`src/rtl/pic_cascade_pkg.sv`:
```
package pic_cascade_pkg;

  // Index of the lowest set bit among the first n bits, or n when none is set.
  function automatic int lowest_set(input logic [31:0] bits, input int n);
    for (int i = 0; i < n; i++) begin
      if (bits[i]) return i;
    end
    return n;
  endfunction

  // Clear the low lw bits of the base, then place the line number in them.
  function automatic logic [31:0] make_vector(input logic [31:0] base,
                                              input logic [31:0] line,
                                              input int lw);
    logic [31:0] upper;
    upper = (base >> lw) << lw;
    return upper | line;
  endfunction

endpackage

```
`src/rtl/pic_core.sv`:
```
module pic_core #(
  parameter int LINES = 8,
  localparam int LW = $clog2(LINES)
) (
  input  logic             clk,
  input  logic             rst_n,
  input  logic [LINES-1:0] req_i,
  input  logic             ack_i,
  input  logic [LW-1:0]    ack_line_i,
  input  logic             eoi_i,
  input  logic [LW-1:0]    eoi_line_i,
  output logic             win_valid_o,
  output logic [LW-1:0]    win_line_o,
  output logic [LINES-1:0] irr_o
);
  import pic_cascade_pkg::*;

  logic [LINES-1:0] last_q, irr_q, isr_q;
  logic [LINES-1:0] rise, ack_mask, eoi_mask;
  int               irr_pri, isr_pri;

  // Edge detection and one-hot decode of the acknowledge and EOI lines.
  always_comb begin
    rise     = req_i & ~last_q;
    ack_mask = ack_i ? (LINES'(1) << ack_line_i) : '0;
    eoi_mask = eoi_i ? (LINES'(1) << eoi_line_i) : '0;
  end

  // Winner selection: the lowest pending line must rank above every line in service.
  always_comb begin
    irr_pri     = lowest_set(32'(irr_q), LINES);
    isr_pri     = lowest_set(32'(isr_q), LINES);
    win_valid_o = irr_pri < isr_pri;
    win_line_o  = irr_pri[LW-1:0];
  end

  always_ff @(posedge clk or negedge rst_n) begin
    if (!rst_n) begin
      last_q <= '0;
      irr_q  <= '0;
      isr_q  <= '0;
    end else begin
      last_q <= req_i;
      irr_q  <= (irr_q & ~ack_mask) | rise;
      isr_q  <= (isr_q & ~eoi_mask) | ack_mask;
    end
  end

  assign irr_o = irr_q;
endmodule

```
`src/rtl/pic_cascade_link.sv`:
```
module pic_cascade_link #(
  parameter int LINES = 8,
  parameter int CASC  = 2,
  localparam int LW = $clog2(LINES)
) (
  input  logic          clk,
  input  logic          rst_n,
  input  logic          slave_valid_i,
  input  logic [LW-1:0] slave_line_i,
  input  logic          master_valid_i,
  input  logic [LW-1:0] master_line_i,
  output logic          casc_o,
  output logic          via_slave_o,
  output logic [LW:0]   req_num_o
);
  localparam logic [LW-1:0] SPUR = LW'(LINES - 1);

  logic casc_q;

  // Build the global request number from the two winners.
  function automatic logic [LW:0] compose(input logic mv, input logic [LW-1:0] ml,
                                          input logic sv, input logic [LW-1:0] sl);
    if (!mv)                 return {1'b0, SPUR};
    if (ml == LW'(CASC))     return {1'b1, (sv ? sl : SPUR)};
    return {1'b0, ml};
  endfunction

  // High for one cycle, then low, for as long as the slave has a winner.
  always_ff @(posedge clk or negedge rst_n) begin
    if (!rst_n) casc_q <= 1'b0;
    else        casc_q <= slave_valid_i & ~casc_q;
  end

  assign casc_o      = casc_q;
  assign via_slave_o = master_valid_i && (master_line_i == LW'(CASC));
  assign req_num_o   = compose(master_valid_i, master_line_i, slave_valid_i, slave_line_i);
endmodule

```
`src/rtl/pic_vector_latch.sv`:
```
module pic_vector_latch #(
  parameter int LINES = 8,
  parameter int VW    = 8,
  localparam int LW = $clog2(LINES)
) (
  input  logic          clk,
  input  logic          rst_n,
  input  logic          take_i,
  input  logic [LW:0]   num_i,
  input  logic [VW-1:0] master_base_i,
  input  logic [VW-1:0] slave_base_i,
  output logic [LW:0]   num_o,
  output logic [VW-1:0] vector_o
);
  import pic_cascade_pkg::*;

  logic [LW:0]   num_q;
  logic [VW-1:0] vec_q;
  logic [31:0]   vec_next;

  always_comb begin
    vec_next = make_vector(32'(num_i[LW] ? slave_base_i : master_base_i),
                           32'(num_i[LW-1:0]), LW);
  end

  always_ff @(posedge clk or negedge rst_n) begin
    if (!rst_n) begin
      num_q <= '0;
      vec_q <= '0;
    end else if (take_i) begin
      num_q <= num_i;
      vec_q <= vec_next[VW-1:0];
    end
  end

  assign num_o    = num_q;
  assign vector_o = vec_q;
endmodule

```
`src/rtl/pic_cascade_ack.sv`:
```
module pic_cascade_ack #(
  parameter int LINES     = 8,
  parameter int CASC_LINE = 2,
  parameter int VEC_W     = 8,
  localparam int LW = $clog2(LINES)
) (
  input  logic               clk,
  input  logic               rst_n,
  input  logic [2*LINES-1:0] irq_i,
  input  logic [VEC_W-1:0]   master_base_i,
  input  logic [VEC_W-1:0]   slave_base_i,
  input  logic               ack_i,
  input  logic               eoi_i,
  input  logic [LW:0]        eoi_num_i,
  output logic               int_o,
  output logic [LW:0]        num_o,
  output logic [VEC_W-1:0]   vector_o
);
  logic [LINES-1:0] master_req, master_irr, slave_irr;
  logic             master_valid, slave_valid, via_slave, casc_q;
  logic [LW-1:0]    master_line, slave_line;
  logic [LW:0]      req_num;
  logic             master_ack, slave_ack, master_eoi, slave_eoi;
  logic [LW-1:0]    master_ack_line, slave_ack_line, master_eoi_line;

  // Master inputs: every global source below LINES, except the cascade line.
  for (genvar g = 0; g < LINES; g++) begin : g_mreq
    if (g == CASC_LINE) begin : g_casc
      assign master_req[g] = casc_q;
    end else begin : g_src
      assign master_req[g] = irq_i[g];
    end
  end

  // Acknowledge routing.
  assign master_ack      = ack_i & master_valid;
  assign master_ack_line = master_line;
  assign slave_ack       = ack_i & via_slave & slave_valid;
  assign slave_ack_line  = slave_line;

  // End-of-interrupt routing.
  assign slave_eoi       = eoi_i & eoi_num_i[LW];
  assign master_eoi      = eoi_i;
  assign master_eoi_line = eoi_num_i[LW] ? LW'(CASC_LINE) : eoi_num_i[LW-1:0];

  pic_core #(.LINES(LINES)) u_master (
    .clk(clk), .rst_n(rst_n), .req_i(master_req),
    .ack_i(master_ack), .ack_line_i(master_ack_line),
    .eoi_i(master_eoi), .eoi_line_i(master_eoi_line),
    .win_valid_o(master_valid), .win_line_o(master_line), .irr_o(master_irr)
  );

  pic_core #(.LINES(LINES)) u_slave (
    .clk(clk), .rst_n(rst_n), .req_i(irq_i[2*LINES-1:LINES]),
    .ack_i(slave_ack), .ack_line_i(slave_ack_line),
    .eoi_i(slave_eoi), .eoi_line_i(eoi_num_i[LW-1:0]),
    .win_valid_o(slave_valid), .win_line_o(slave_line), .irr_o(slave_irr)
  );

  pic_cascade_link #(.LINES(LINES), .CASC(CASC_LINE)) u_link (
    .clk(clk), .rst_n(rst_n),
    .slave_valid_i(slave_valid), .slave_line_i(slave_line),
    .master_valid_i(master_valid), .master_line_i(master_line),
    .casc_o(casc_q), .via_slave_o(via_slave), .req_num_o(req_num)
  );

  pic_vector_latch #(.LINES(LINES), .VW(VEC_W)) u_vec (
    .clk(clk), .rst_n(rst_n), .take_i(ack_i), .num_i(req_num),
    .master_base_i(master_base_i), .slave_base_i(slave_base_i),
    .num_o(num_o), .vector_o(vector_o)
  );

  assign int_o = master_valid;
endmodule

```
`config.mk`:
```
export PLATFORM = sky130hd
export DESIGN_NAME = pic_cascade_ack
export DESIGN_NICKNAME = d
export VERILOG_FILES = /design/src/rtl/pic_cascade_pkg.sv /design/src/rtl/pic_core.sv /design/src/rtl/pic_cascade_link.sv /design/src/rtl/pic_vector_latch.sv /design/src/rtl/pic_cascade_ack.sv
export SDC_FILE = /design/constraint.sdc
export NUM_CORES = 1
export LEC_CHECK = 0
export CORE_ASPECT_RATIO = 1.25
export CORE_MARGIN = 1
export CORE_UTILIZATION = 47
export DETAILED_ROUTE_END_ITERATION = 8
export GPL_TIMING_DRIVEN = 0
export HOLD_SLACK_MARGIN = 0.1
export PLACE_DENSITY = 0.8
export SYNTH_ARGS = -nofsm -noshare
export SYNTH_HDL_FRONTEND = slang
export SYNTH_SLANG_ARGS = --single-unit
```
`constraint.sdc`:
```
create_clock -name clk -period 2.85 [get_ports clk]
set_input_delay 0.57 -clock clk [delete_from_list [all_inputs] [get_ports clk]]
set_output_delay 0.57 -clock clk [all_outputs]
set_load 0.005 [all_outputs]
```
Word-level counts from Yosys, hierarchy flattened
Index checks and enable logic that the tools add are counted.
{"block": "totals", "reg_bits": 61, "output_inout_bits": 13, "in_bits": 40}
{"block": "op_classes", "n_mux": 274, "n_reduce_logical": 1, "n_shift": 4, "n_lt_le_gt_ge": 2, "eq_ne": 1, "n_bitwise": 23}
{"op": "32-bit two-way mux", "count": 74}
{"op": "1-bit two-way mux", "count": 186}
{"op": "32-bit less-than comparator", "count": 2}
{"op": "8-bit AND", "count": 6}
{"op": "8-bit NOT", "count": 6}
{"op": "8-bit two-way mux", "count": 5}
{"op": "8-bit OR", "count": 4}
{"op": "1-bit by 3-bit << shifter with 8-bit output, first input constant", "count": 4}
{"op": "4-bit two-way mux", "count": 4}
{"op": "8-bit by 3-bit OR with 8-bit output", "count": 1}
{"op": "2-bit two-way mux", "count": 3}
{"op": "3-bit two-way mux", "count": 2}
{"op": "1-bit AND", "count": 5}
{"op": "3-bit by 2-bit equality test with 1-bit output, second input constant", "count": 1}
{"op": "1-bit logical AND", "count": 1}
{"op": "1-bit NOT", "count": 1}

Logic depth before layout (Yosys ltp)
{"block": "depth", "word_depth": 38, "ltp_mapped": 12}

By module
Synthesis repeated with hierarchy kept, for this count alone.
{"block": "hier_totals", "cells_unflattened": 286, "hier_area_um2": 2772.7}
{"mod": "pic_core", "instances": 2, "cells_each": 117, "area_per_inst_um2": 1102.3}
{"mod": "pic_vector_latch", "instances": 1, "cells_each": 33, "area_per_inst_um2": 405.4}
{"mod": "pic_cascade_link", "instances": 1, "cells_each": 13, "area_per_inst_um2": 123.9}
{"mod": "pic_cascade_ack", "instances": 1, "cells_each": 6, "area_per_inst_um2": 38.8}

Worst setup path after synthesis
OpenSTA, ideal clock, no wires.
{"block": "synth_path", "path_type": "register to register", "start": "register u_master.irr_q[1] (netlist: u_master.irr_o[1])", "end": "register u_slave.irr_q[4] (netlist: u_slave.irr_o[4])", "required_time_ns": 2.729, "synth_period_minus_slack_ns": 3.139, "arrival_time_ns": 3.018, "stages_incl_launch_ff": 12, "slack_ns": -0.289, "path_buffers": 0, "path_cell_list": "dfrtp_1 > nor2_2 > nand2_1 > a21oi_1 > ha_1 > a21o_1 > a41o_1 > a211o_1 > o21ba_4 > nand2_4 > or4_4 > a22o_1"}
{"block": "synth_between", "elab_chain_len": 28, "word_cells_on_any_way": 50, "classes_between": "order compare: 1; eq/ne: 1; mux: 42; bitwise: 5; reduce/logical: 1"}
{"element": "start: declaration", "line_no": "pic_core.sv:18", "text": "logic [LINES-1:0] last_q, irr_q, isr_q;"}
{"element": "start signal: assignment", "line_no": "pic_core.sv:44", "text": "irr_q <= (irr_q & ~ack_mask) | rise;"}
{"element": "1-bit two-way mux", "line_no": "pic_cascade_pkg.sv:6", "text": "if (bits[i]) return i;"}
{"element": "2-bit two-way mux or 1-bit two-way mux (tied branches)", "line_no": "pic_cascade_pkg.sv:6"}
{"element": "32-bit two-way mux or 1-bit two-way mux (tied branches) (2 in series)", "line_no": "pic_cascade_pkg.sv:5", "text": "for (int i = 0; i < n; i++) begin"}
{"element": "32-bit two-way mux or 1-bit two-way mux (tied branches)", "line_no": "pic_cascade_pkg.sv:6"}
{"element": "32-bit two-way mux or 1-bit two-way mux (tied branches) (3 in series)", "line_no": "pic_cascade_pkg.sv:5"}
{"element": "32-bit two-way mux or 1-bit two-way mux (tied branches) (4 in series)", "line_no": "pic_cascade_pkg.sv:6"}
{"element": "32-bit two-way mux or 1-bit two-way mux (tied branches) (7 in series)", "line_no": "pic_cascade_pkg.sv:5"}
{"element": "32-bit two-way mux *", "line_no": "pic_cascade_pkg.sv:8", "text": "return n;"}
{"element": "32-bit less-than comparator or 3-bit by 2-bit equality test with 1-bit output (tied branches)", "line_no": "pic_core.sv:33, pic_cascade_link.sv:35"}
{"element": "1-bit logical AND *", "line_no": "pic_cascade_link.sv:35", "text": "assign via_slave_o = master_valid_i && (master_line_i == LW'(CASC));"}
{"element": "1-bit AND * (2 in series)", "line_no": "pic_cascade_ack.sv:38", "text": "assign slave_ack = ack_i & via_slave & slave_valid;"}
{"element": "8-bit two-way mux *", "line_no": "pic_core.sv:25", "text": "ack_mask = ack_i ? (LINES'(1) << ack_line_i) : '0;"}
{"element": "8-bit NOT *", "line_no": "pic_core.sv:44"}
{"element": "8-bit AND *", "line_no": "pic_core.sv:44"}
{"element": "8-bit OR *", "line_no": "pic_core.sv:44"}
{"element": "end signal: assignment", "line_no": "pic_core.sv:44"}
{"element": "end: declaration", "line_no": "pic_core.sv:18"}
Every way passes the cells marked *; elsewhere a longest branch is shown, timed or not. The select of a mux whose other input is x is not followed.
A chain may end at the register's enable or synchronous reset.

Worst setup path in the final report
{"block": "layout_path", "start": "register u_master.isr_q[7]", "end": "output port int_o"}
{"block": "layout_between", "elab_chain_len": 10, "word_cells_on_any_way": 18, "classes_between": "order compare: 1; mux: 17"}
{"element": "start: declaration", "line_no": "pic_core.sv:18"}
{"element": "start signal: assignment", "line_no": "pic_core.sv:45", "text": "isr_q <= (isr_q & ~eoi_mask) | ack_mask;"}
{"element": "32-bit two-way mux or 1-bit two-way mux (tied branches)", "line_no": "pic_cascade_pkg.sv:6"}
{"element": "32-bit two-way mux or 1-bit two-way mux (tied branches) (7 in series)", "line_no": "pic_cascade_pkg.sv:5"}
{"element": "32-bit two-way mux *", "line_no": "pic_cascade_pkg.sv:8"}
{"element": "32-bit less-than comparator *", "line_no": "pic_core.sv:33", "text": "win_valid_o = irr_pri < isr_pri;"}
{"element": "end: declaration", "line_no": "pic_cascade_ack.sv:15", "text": "output logic int_o,"}
Every way passes the cells marked *; elsewhere a longest branch is shown, timed or not.

==> summary.txt <==
Global route
  • Grt total ovfl: 0
  • All-Layer GR Usage: 0.2472
  • Number of global-route vias before repair: 2514
  • Antenna violations before repair: 0
  • First-pass GRT wire length: 11.65 mm
  • Pin count of the biggest net entering global routing: 34

STA
  • Unrepaired setup endpoints after global routing: yes
  • Setup violations, final: 4
  • Relative max-transition margin: 0.5957
  • Post-route clock period utilization: 1.096
  • Final Hold Fails: 0
  • Worst Max-Slew Pin Slew: 601.9 ps
  • Final critical-path setup slack: -273.5 ps
  • Maximum clock skew at final layout: 6.224 ps
  • Setup TNS after final layout: -690.7 ps
  • Number of max-slew violations in the final report: 0
  • Fmax achieved: 320.2 MHz
  • Final min period: 3123 ps

Setup path
  • Worst path cell trace: nor4_4 -> nand2b_4 -> ha_4 -> a21o_1 -> a41o_1 -> a2111oi_4 -> buf_6 -> buf_6
  • Buffers & Inverters on Critical Path: 2
  • CP dominant cell by count: buf_6
  • R2R Path Start: u_master.isr_q[7]
  • Nature of the critical path endpoint: output pin
  • Peak per-stage delay on the critical path: 410 ps
  • CP delay by family, top: compound AO/OA/AOI/OAI gates
  • Largest fanout on the critical path: 3
  • Critical path startpoint: u_master.isr_q[7]
  • Data required time of the worst path: 2280 ps
  • Startpoint type of the worst setup path: flop
  • Category of the most critical setup path: flop to output pin
  • Worst path slowest cell: dfrtp_1
  • Arrival time at the worst endpoint: 2550 ps

Power
  • Leakage: 1.731 nW
  • Peak VDD IR: 0.3868 mV
  • Power Density: 650.4 nW/µm²

Detailed routing
  • Remaining number of nets flagged by the antenna check after routing: 0
  • DRC errors left: 1
  • Routed wire length per instance: 16.88 µm
  • Number of iterations in the first detailed-routing pass: 6
  • Via count normalized by instance count: 5.884
  • Total wirelength of the detailed-routed design: 7.410 mm
  • Vias: 2583
  • Violation count after the first detailed-routing iteration: 282

Yosys
  • Count of mapped cells out of synthesis: 296
  • Share of Yosys cell area claimed by the top area cell type: 0.5135
  • Top cells by area in the synthesized netlist: dfrtp_1, o21ai_0, nand2_1
  • Count of flip-flops with a built-in enable after synthesis: 0
  • Mapped Area: 2826 µm²
  • Asr flop ratio synth: 1.000
  • Synthesized netlist net count: 341
  • Sequential cell area fraction in the yosys report: 0.5135
  • FF+latch count, synth: 58
  • Unique masters post-synth: 48
  • Post-synth top flop: dfrtp_1
  • Syn Area/Cell: 9.549 µm²
  • Synth warnings: 0
  • Largest area contributor in the netlist: dfrtp_1

Clock tree
  • Number of buffers inserted during clock tree synthesis: 9
  • Clk buf depth: 2
  • H-tree level count: 3
  • Total number of clock tree sinks: 58
  • Clock tree from TritonCTS: yes
  • Clk root buf: clkbuf_8
  • Worst skew pair latency: 340 ps
  • Worst-path clk slew: 70 ps

Layout
  • Count of nets after finishing: 413
  • Proportion of layout cells with a drive suffix above 1: 0.2011
  • Non-Filler Instances: 439
  • Post-synthesis to final-layout area growth: 37.49%
  • Antenna cell count: 0

Floorplanning
  • Die outline height: 88.70 µm
  • Core area: 5779 µm²
  • Starting density of the core: 0.4891
  • DIE AREA: 6330 µm²
  • Row Count: 31
  • IO Pins: 53
  • Chip Width: 71.36 µm

Hold path
  • Worst Hold Class: input pin to asynchronous set/reset pin

Flow run
  • # Max-Cap Violations: 0

Place
  • Number of cells in the design after placement: 408
  • Input/output buffers: 45
  • Post-place setup slack: -771.3 ps
  • Final RePlAce weighted congestion: 0.9282
  • Hpwl dp: 5.237 mm

Run status
  • Violations in the final reports: design-rule violations, negative setup slack
  • Result of the run: finished with violations
## metrics by stage
step	hold WS (ps)	cell area [µm²]	util	power, mW
2_1_floorplan	274.4	2873	-	1.276
3_3_place_gp	366.9	3406	0.5893	1.524
3_5_place_dp	376.9	3421	0.5919	1.536
4_1_cts	247.7	3795	0.6566	2.488
5_1_grt	275.8	3886	0.6724	2.645
6_report	232.1	3886	0.6724	2.528
## worst reg2reg max path, cell delays in order, from the launching register on
cell	delay, ps
dfrtp_1	410
nor4_4	370
nand2b_4	210
ha_4	200
a21o_1	150
a41o_1	250
buf_6	130
a211o_1	280
o21ba_4	250
nand2_4	60
or4_4	430
a22o_1	190
## cells in the final DEF, fill, tap and decap left out, types with 3 or more instances in the layout
master | synthesis | routed
buf_6 | 0 | 6
nand2_1 | 31 | 21
a22o_1 | 12 | 12
nor2_2 | 2 | 5
nand4_1 | 6 | 6
inv_1 | 28 | 28
nor2_1 | 30 | 26
clkbuf_8 | 0 | 10
ha_1 | 5 | 3
a31oi_1 | 8 | 8
nor3_1 | 6 | 5
dfrtp_1 | 58 | 58
clkbuf_1 | 2 | 3
o21ai_0 | 24 | 24
nand2b_1 | 4 | 3
o21ai_1 | 4 | 4
nand2_2 | 0 | 9
a21o_1 | 5 | 5
clkdlybuf4s50_1 | 0 | 43
o22ai_1 | 3 | 3
buf_4 | 3 | 14
nand3_1 | 12 | 11
a21oi_1 | 11 | 9
o31ai_1 | 6 | 6
## registers in the layout, summed over array words and instances (netlist names), 8 cells and up
signal / flops
u_slave.irr_o: 8
u_master.last_q: 8
u_master.isr_q: 8
u_slave.isr_q: 8
u_master.irr_o: 8
u_slave.last_q: 8
u_vec.vector_o: 8
## power by group
part | leakage (nW) | internal (mW) | switching [mW]
sequential | 0.656 | 0.899 | 0.0706
clock | 0.109 | 0.513 | 0.330
combinational | 0.966 | 0.372 | 0.342
total | 1.73 | 1.79 | 0.743
## final cells by class
type	instances	area, µm²
fillers	441	1893
flip-flops and latches	58	1451
multi-input cells	204	1393
repair buffers	61	594.3
clock buffers	11	141.4
inverters	28	105.1
well taps	66	82.58
clock inverters	5	77.57
plain buffers	6	41.29
## synth_stat cells, types with 3 or more instances
cell type	number
dfrtp_1	58
nand2_1	31
nor2_1	30
inv_1	28
o21ai_0	24
a22o_1	12
nand3_1	12
a21oi_1	11
a31oi_1	8
nand4_1	6
nor3_1	6
o31ai_1	6
a21o_1	5
ha_1	5
nand2b_1	4
nor4_1	4
o21ai_1	4
buf_4	3
o22ai_1	3
## layer usage
layer,routed length [µm],vias to the layer above,share of wire,track usage
li1,-,1212,-,-
met1,2964,1266,0.40,0.2886
met2,3906,89,0.53,0.4156
met3,346,16,0.047,0.03872
met4,193,0,0.026,0.1800
met5,0,-,0,0
## worst paths after layout
path,slack (ps),cells past startpoint,to
worst max-delay path,-270,8,int_o
worst min-delay path,230,1,u_slave.isr_q[5]
worst max register to register,-190,11,u_slave.irr_o[4]
worst min register to register,390,0,u_master.last_q[2]
max in group asynchronous,2040,2,u_master.irr_o[3]
min in group clk,390,0,u_master.last_q[2]
## cell families after synthesis
logic type / after synthesis / share of synthesized area
flip-flops: 58 / 0.5135
buffers and inverters: 34 / 0.04958
adder cells (fa/ha/maj): 5 / 0.02213
AO/OA/AOI/OAI: 91 / 0.2293
AND/OR/NAND/NOR: 107 / 0.1815
multiplexers: 1 / 0.003984
## repair_timing
item                       CTS  global route
pin swaps                   11            10
hold buffers                 0             0
setup endpoints to repair   34            22
gates resized for setup     19            16
buffers inserted            11             4
(Power assumes the default switching activity.)
